<file path="src/rtl/vtlb_pkg.sv">
package vtlb_pkg;
  localparam int VA_W   = 32;
  localparam int OFF_W  = 10;
  localparam int VPN_W  = VA_W - OFF_W;
  localparam int PA_W   = 29;
  localparam int PPN_W  = PA_W - OFF_W;
  localparam int ASID_W = 8;
  localparam int CODE_W = 12;

  typedef enum logic [1:0] {
    ACC_FETCH = 2'd0,
    ACC_READ  = 2'd1,
    ACC_WRITE = 2'd2,
    ACC_RSVD  = 2'd3
  } acc_e;

  localparam logic [CODE_W-1:0] FLT_NONE   = 12'h000;
  localparam logic [CODE_W-1:0] FLT_RMISS  = 12'h040;
  localparam logic [CODE_W-1:0] FLT_WMISS  = 12'h060;
  localparam logic [CODE_W-1:0] FLT_FIRSTW = 12'h080;
  localparam logic [CODE_W-1:0] FLT_RPROT  = 12'h0A0;
  localparam logic [CODE_W-1:0] FLT_WPROT  = 12'h0C0;
  localparam logic [CODE_W-1:0] FLT_RADDR  = 12'h0E0;
  localparam logic [CODE_W-1:0] FLT_WADDR  = 12'h100;
  localparam logic [CODE_W-1:0] FLT_MULTI  = 12'h140;

  typedef struct packed {
    logic              valid;
    logic              shared;
    logic              dirty;
    logic [1:0]        prot;
    logic [1:0]        size;
    logic [VPN_W-1:0]  vpn;
    logic [ASID_W-1:0] asid;
    logic [PPN_W-1:0]  ppn;
  } tlb_ent_t;

  // Page-number bits that take part in the compare for a given size code.
  function automatic logic [VPN_W-1:0] vpn_keep_mask(input logic [1:0] sz);
    logic [VPN_W-1:0] ones;
    ones = '1;
    case (sz)
      2'd0:    return ones;
      2'd1:    return ones << 2;
      2'd2:    return ones << 6;
      default: return ones << 10;
    endcase
  endfunction
endpackage

</file>
<file path="src/rtl/vtlb_match.sv">
module vtlb_match
  import vtlb_pkg::*;
(
  input  tlb_ent_t          ent,
  input  logic [VPN_W-1:0]  va_vpn,
  input  logic [OFF_W-1:0]  va_off,
  input  logic [ASID_W-1:0] cur_asid,
  input  logic              chk_asid,
  output logic              hit,
  output logic [PA_W-1:0]   pa
);
  logic [VPN_W-1:0] keep;
  logic             tag_ok;
  logic [PPN_W-1:0] page;

  always_comb begin
    keep   = vpn_keep_mask(ent.size);
    tag_ok = ent.shared || !chk_asid || (ent.asid == cur_asid);
    hit    = ent.valid && tag_ok && (((va_vpn ^ ent.vpn) & keep) == '0);
    page   = (ent.ppn & keep[PPN_W-1:0]) | (va_vpn[PPN_W-1:0] & ~keep[PPN_W-1:0]);
    pa     = {page, va_off};
  end
endmodule

</file>
<file path="src/rtl/vtlb_classify.sv">
module vtlb_classify
  import vtlb_pkg::*;
(
  input  logic [VA_W-1:0]   va,
  input  logic [1:0]        kind,
  input  logic              priv,
  input  logic              xlate_en,
  input  logic              any_hit,
  input  logic              multi_hit,
  input  logic [1:0]        sel_prot,
  input  logic              sel_dirty,
  input  logic [PA_W-1:0]   sel_pa,
  output logic              fault,
  output logic [CODE_W-1:0] code,
  output logic [PA_W-1:0]   pa,
  output logic              vpn_rep
);
  logic is_wr, win_p12, win_p4, win_sq;

  always_comb begin
    is_wr   = (acc_e'(kind) == ACC_WRITE);
    win_p12 = (va[VA_W-1 -: 2] == 2'b10);
    win_p4  = (va[VA_W-1 -: 3] == 3'b111);
    win_sq  = (va[VA_W-1 -: 6] == 6'b111000);
    fault   = 1'b0;
    code    = FLT_NONE;
    pa      = va[PA_W-1:0];
    if (win_p12 || win_p4) begin
      if (!priv && !win_sq) begin
        fault = 1'b1;
        code  = is_wr ? FLT_WADDR : FLT_RADDR;
      end
    end else if (xlate_en) begin
      if (!any_hit) begin
        fault = 1'b1;
        code  = is_wr ? FLT_WMISS : FLT_RMISS;
      end else if (multi_hit) begin
        fault = 1'b1;
        code  = FLT_MULTI;
      end else begin
        pa = sel_pa;
        if (!priv && !sel_prot[1]) begin
          fault = 1'b1;
          code  = is_wr ? FLT_WPROT : FLT_RPROT;
        end else if (is_wr && !sel_prot[0]) begin
          fault = 1'b1;
          code  = FLT_WPROT;
        end else if (is_wr && !sel_dirty) begin
          fault = 1'b1;
          code  = FLT_FIRSTW;
        end
      end
    end
    vpn_rep = fault && (code != FLT_MULTI);
  end
endmodule

</file>
<file path="src/rtl/vtlb_xlate.sv">
module vtlb_xlate
  import vtlb_pkg::*;
#(
  parameter int NUM_ENTRIES = 8,
  localparam int IDX_W = (NUM_ENTRIES > 1) ? $clog2(NUM_ENTRIES) : 1
) (
  input  logic              clk,
  input  logic              rst,
  input  logic              wr_en,
  input  logic [IDX_W-1:0]  wr_idx,
  input  logic [VPN_W-1:0]  wr_vpn,
  input  logic [ASID_W-1:0] wr_asid,
  input  logic              wr_valid,
  input  logic              wr_shared,
  input  logic              wr_dirty,
  input  logic [1:0]        wr_prot,
  input  logic [1:0]        wr_size,
  input  logic [PPN_W-1:0]  wr_ppn,
  input  logic              req_valid,
  input  logic [VA_W-1:0]   req_addr,
  input  logic [1:0]        req_kind,
  input  logic              priv,
  input  logic              single_virt,
  input  logic              xlate_en,
  input  logic [ASID_W-1:0] cur_asid,
  output logic              rsp_valid,
  output logic              rsp_fault,
  output logic [CODE_W-1:0] rsp_code,
  output logic [PA_W-1:0]   rsp_pa,
  output logic              rsp_vpn_valid,
  output logic [VPN_W-1:0]  rsp_vpn
);
  tlb_ent_t                ents [NUM_ENTRIES];
  logic [NUM_ENTRIES-1:0]  hit_vec;
  logic [PA_W-1:0]         pa_vec [NUM_ENTRIES];
  logic                    chk_asid;
  logic                    any_hit, multi_hit, sel_dirty;
  logic [1:0]              sel_prot;
  logic [PA_W-1:0]         sel_pa;
  logic                    c_fault, c_vpn_rep;
  logic [CODE_W-1:0]       c_code;
  logic [PA_W-1:0]         c_pa;

  always_ff @(posedge clk) begin
    if (rst) begin
      for (int i = 0; i < NUM_ENTRIES; i++) ents[i].valid <= 1'b0;
    end else if (wr_en) begin
      ents[wr_idx] <= '{valid: wr_valid, shared: wr_shared, dirty: wr_dirty,
                        prot: wr_prot, size: wr_size, vpn: wr_vpn,
                        asid: wr_asid, ppn: wr_ppn};
    end
  end

  assign chk_asid = !(priv && single_virt);

  for (genvar g = 0; g < NUM_ENTRIES; g++) begin : g_ent
    vtlb_match u_match (
      .ent      (ents[g]),
      .va_vpn   (req_addr[VA_W-1:OFF_W]),
      .va_off   (req_addr[OFF_W-1:0]),
      .cur_asid (cur_asid),
      .chk_asid (chk_asid),
      .hit      (hit_vec[g]),
      .pa       (pa_vec[g])
    );
  end

  always_comb begin
    any_hit   = 1'b0;
    multi_hit = 1'b0;
    sel_pa    = '0;
    sel_prot  = '0;
    sel_dirty = 1'b0;
    for (int i = 0; i < NUM_ENTRIES; i++) begin
      if (hit_vec[i]) begin
        multi_hit = multi_hit | any_hit;
        any_hit   = 1'b1;
        sel_pa    = sel_pa | pa_vec[i];
        sel_prot  = sel_prot | ents[i].prot;
        sel_dirty = sel_dirty | ents[i].dirty;
      end
    end
  end

  vtlb_classify u_classify (
    .va        (req_addr),
    .kind      (req_kind),
    .priv      (priv),
    .xlate_en  (xlate_en),
    .any_hit   (any_hit),
    .multi_hit (multi_hit),
    .sel_prot  (sel_prot),
    .sel_dirty (sel_dirty),
    .sel_pa    (sel_pa),
    .fault     (c_fault),
    .code      (c_code),
    .pa        (c_pa),
    .vpn_rep   (c_vpn_rep)
  );

  always_ff @(posedge clk) begin
    if (rst) begin
      rsp_valid     <= 1'b0;
      rsp_fault     <= 1'b0;
      rsp_code      <= FLT_NONE;
      rsp_pa        <= '0;
      rsp_vpn_valid <= 1'b0;
      rsp_vpn       <= '0;
    end else begin
      rsp_valid <= req_valid;
      if (req_valid) begin
        rsp_fault     <= c_fault;
        rsp_code      <= c_code;
        rsp_pa        <= c_pa;
        rsp_vpn_valid <= c_vpn_rep;
        rsp_vpn       <= req_addr[VA_W-1:OFF_W];
      end
    end
  end

  AST_RSP_AFTER_REQ: assert property (@(posedge clk) disable iff (rst)
    req_valid |=> rsp_valid);
  AST_NO_SPURIOUS_RSP: assert property (@(posedge clk) disable iff (rst)
    !req_valid |=> !rsp_valid);
  AST_MULTI_HIDES_VPN: assert property (@(posedge clk) disable iff (rst)
    (rsp_valid && rsp_code == FLT_MULTI) |-> (rsp_fault && !rsp_vpn_valid));
  AST_FIRSTW_ONLY_WRITE: assert property (@(posedge clk) disable iff (rst)
    (req_valid && req_kind != 2'd2) |=> (rsp_code != FLT_FIRSTW));
  AST_XLATE_OFF_PASS: assert property (@(posedge clk) disable iff (rst)
    (req_valid && !xlate_en && !req_addr[VA_W-1]) |=>
      (!rsp_fault && rsp_pa == $past(req_addr[PA_W-1:0])));
  AST_CLEAN_RSP: assert property (@(posedge clk) disable iff (rst)
    (rsp_valid && !rsp_fault) |-> (rsp_code == FLT_NONE && !rsp_vpn_valid));
endmodule

</file>
<file path="config.mk">
export PLATFORM = sky130hd
export DESIGN_NAME = vtlb_xlate
export DESIGN_NICKNAME = d
export VERILOG_FILES = /design/src/rtl/vtlb_pkg.sv /design/src/rtl/vtlb_match.sv /design/src/rtl/vtlb_classify.sv /design/src/rtl/vtlb_xlate.sv
export SDC_FILE = /design/constraint.sdc
export NUM_CORES = 1
export LEC_CHECK = 0
export BUFFER_PORTS_ARGS = -buffer_cell sky130_fd_sc_hd__buf_4
export CAP_MARGIN = 15
export CORE_UTILIZATION = 40
export CTS_CLUSTER_DIAMETER = 100
export DETAILED_ROUTE_END_ITERATION = 10
export GPL_ROUTABILITY_DRIVEN = 0
export PLACE_DENSITY_LB_ADDON = 0.05
export RECOVER_POWER = 25
export SLEW_MARGIN = 30
export SYNTH_ARGS = -nofsm -noshare
export SYNTH_HDL_FRONTEND = slang
export SYNTH_SLANG_ARGS = --single-unit
</file>
<file path="constraint.sdc">
create_clock -name clk -period 11.22 [get_ports clk]
set_input_delay 1.122 -clock clk [delete_from_list [all_inputs] [get_ports clk]]
set_output_delay 1.122 -clock clk [all_outputs]
set_load 0.01 [all_outputs]
</file>
==> impl_metrics.csv <==
group,metric,value,unit
status,status,"finished, violations left",
status,failed_checks,"DRC",
logic_synthesis,post-synth-top-area-fraction,62.4,%
job,max-cap-violations,0,
global_routing,grt_first_pass_wirelength,89300,um
global_routing,number_of_antenna_violations_at_the_first_check_in_global_routing,5,
clock_network,holdBufCountCts,0,
floorplan,die_width,234,um
clock_network,clock_tree_from_tritoncts,"built",
clock_network,cts_bufs_inserted,55,
logic_synthesis,seq_cells_post_synth,506,
final_layout,fill_count,4676,
pwr,ir_worst_vdd,110,uV
clock_network,tritoncts_num_sinks,506,
final_layout,regArea,0.0146,mm2
clock_network,clkSlewWorstSetupHoldPaths,60,ps
logic_synthesis,synth.area.mux_share,5.52,%
final_layout,nNetsFinal,1722,
global_routing,overflow,0,
sta,max_freq,217,MHz
logic_synthesis,yosys_most_used_dff,"sky130_fd_sc_hd__edfxtp_1",
logic_synthesis,area_fraction_in_compound_gates_after_synthesis,6.89,%
detailed_routing,ant_nets,0,
final_layout,post-route-cell-area,0.0251,mm2
logic_synthesis,synth.area.top_cells,"sky130_fd_sc_hd__edfxtp_1 (62%), sky130_fd_sc_hd__xnor2_1 (6.2%), sky130_fd_sc_hd__dfxtp_1 (5.4%)",
detailed_routing,post-route-drc-count,9,
global_routing,track_usage,23.0,%
placed_design,post_dp_cell_area,0.0234,mm2
final_layout,drive_gt1_share,19.5,%
logic_synthesis,yosys.cell_count.top_type,"sky130_fd_sc_hd__edfxtp_1",
logic_synthesis,synth.avg_cell_area,14.7,um2
sta,setup-tns-final,0,ps
setup_path,end_kind,"flip-flop",
final_layout,area_growth_syn_to_layout,16.3,%
sta,ratio_of_final_minimum_period_to_clock_period,41.1,%
setup_path,timing.critical_path.from_type,"primary input",
detailed_routing,vias_per_cell,5.38,
floorplan,floorplan.io_pins,174,
hold_path,min_from,"rsp_vpn[0]",
sta,fin_skew,14.7,ps
global_routing,first_global_vias,12300,
floorplan,die_area,0.0549,mm2
logic_synthesis,synth_top_family_by_area,"XOR/XNOR gates",
pwr,p_leak,8.33,nW
logic_synthesis,post_synth_xor_area_fraction,9.79,%
detailed_routing,drt_first_pass_iters,8,
logic_synthesis,yosys-top-cells-count,"sky130_fd_sc_hd__edfxtp_1 (448), sky130_fd_sc_hd__xnor2_1 (152), sky130_fd_sc_hd__xor2_1 (89)",
floorplan,floorplan.initialDensity,40.8,%
pwr,power.density_cell_area,166,mW/mm2
logic_synthesis,yosysTopAreaCell,"sky130_fd_sc_hd__edfxtp_1",
logic_synthesis,postSynthCellCount,1466,
placed_design,hpwlAfterDp,39500,um
setup_path,path_class,"in2reg",
detailed_routing,route.vias.total,12600,
logic_synthesis,synth_area,0.0216,mm2
setup_path,crit_arrival,5050,ps
global_routing,grt_max_degree,58,
logic_synthesis,synth_cell_type_count,62,
sta,final.min_clock_period,4610,ps
clock_network,clock_tree.htree_level_count,2,
sta,worst-slew-pin-transition,1030,ps
setup_path,worstPathMaxFanout,20,
floorplan,die_height,234,um
logic_synthesis,synthAdderAreaFrac,0.0464,%
logic_synthesis,ys.warnings.count,0,
detailed_routing,initialDrtViolationCount,874,
logic_synthesis,synth_simple_gate_area_share,7.40,%
detailed_routing,wl_per_cell,26.7,um
detailed_routing,drt-total-wl,62700,um
hold_path,min_path_type,"reg2reg",
placed_design,placed_cells,2244,
logic_synthesis,synth.yosys.seq_area_share,67.8,%
sta,report.final.setup_viol,0,
clock_network,cts_root_buf,"sky130_fd_sc_hd__clkbuf_16",
setup_path,worstPathRequired,11660,ps
clock_network,ctsLongestPathBuffers,3,
placed_design,buffers_on_ports,165,
logic_synthesis,synth-edff-count,448,
clock_network,clock_insertion_delay_worst_skew,600,ps
sta,fin_max_slew_vios,0,
final_layout,multi_input_area,0.00649,mm2
sta,grt_setup_unrepaired,"false",
sta,hold_viol_final,0,
final_layout,finalNonFillerCells,2350,
sta,relSlewSlack,29.5,%
clock_network,cts.repair_timing.setup_buffer_count,0,
setup_path,cp-startpoint,"req_addr[13]",
floorplan,core_region_area,0.0529,mm2
clock_network,quantity_of_gates_resized_following_cts,0,
floorplan,num_rows,84,
setup_path,critical_path.reg2reg.startpoint,"ents[7][30]",
logic_synthesis,async_reset_ff_share,0,%
==> layout make-up <==
class | instances | area share, %
antenna | 1 | 0.00998
clock buffer | 71 | 5.89
clock inverter | 33 | 1.17
inverter | 8 | 0.120
multi-input combinational | 852 | 25.9
sequential | 506 | 58.3
tap | 688 | 3.43
timing repair buffer | 191 | 5.18
==> registers in the layout, indices dropped and copies added (netlist names) <==
signal,cells
rsp_vpn,22
rsp_vpn_valid,1
ents,448
rsp_pa,29
rsp_valid,1
rsp_fault,1
rsp_code,4
==> cells by family after synthesis <==
kind of cell	count (synthesis)
AO/OA/AOI/OAI	195
other	1
adder cells (fa/ha/maj)	1
buffers and inverters	115
flip-flops	506
XOR/XNOR	241
AND/OR/NAND/NOR	296
multiplexers	111
==> critical path, stage by stage <==
cell	delay [ps]
sky130_fd_sc_hd__buf_4	210
sky130_fd_sc_hd__xor2_1	200
sky130_fd_sc_hd__nor4_1	790
sky130_fd_sc_hd__a21oi_1	280
sky130_fd_sc_hd__or4_4	740
sky130_fd_sc_hd__and2_1	210
sky130_fd_sc_hd__a221oi_1	280
sky130_fd_sc_hd__o311a_1	640
sky130_fd_sc_hd__nor3_1	140
sky130_fd_sc_hd__a311oi_1	290
sky130_fd_sc_hd__o22ai_1	120
==> power by group <==
part	switching (mW)	internal, mW
Clock	0.748	1.04
Combinational	0.157	0.0996
Sequential	0.0238	2.10
Total	0.929	3.24
==> layer usage <==
layer / track usage [%] / wire length (um)
met4: 6.96 / 1530
met1: 32.2 / 28400
met5: 0 / 11
met3: 3.25 / 2750
met2: 37.1 / 29900
==> path summary, 6_finish.rpt <==
path                end  slack [ps]  cells past startpoint
max          rsp_pa[12]        6610                     11
min          rsp_vpn[0]         480                      2
max reg2reg  rsp_pa[12]        7020                     10
min reg2reg  rsp_vpn[0]         480                      2
==> metrics by stage <==
step	utilization [%]	hold slack, ps	total power, mW	setup WS [ps]
2_1_floorplan	-	494	2.30	4850
5_1_grt	47.4	498	4.30	6480
4_1_cts	47.7	481	4.22	6630
3_3_place_gp	44.3	467	2.43	6010
3_5_place_dp	44.3	471	2.43	5970
6_report	47.4	477	4.17	6610
==> cell usage in the layout, fill, tap and decap left out, drive strengths merged, types with 13 or more instances in the layout <==
master	instances
clkbuf	111
xor2	89
mux2	64
xnor2	152
mux2i	47
a22o	18
and3	17
dfxtp	58
a221oi	28
nand4	28
nor4	27
nor2	65
a22oi	25
a21oi	17
nand3	21
nand2b	19
edfxtp	448
nand2	53
nor3	22
buf	151
o21ai	19
clkinv	24
and2	13
(Power assumes the default switching activity.)
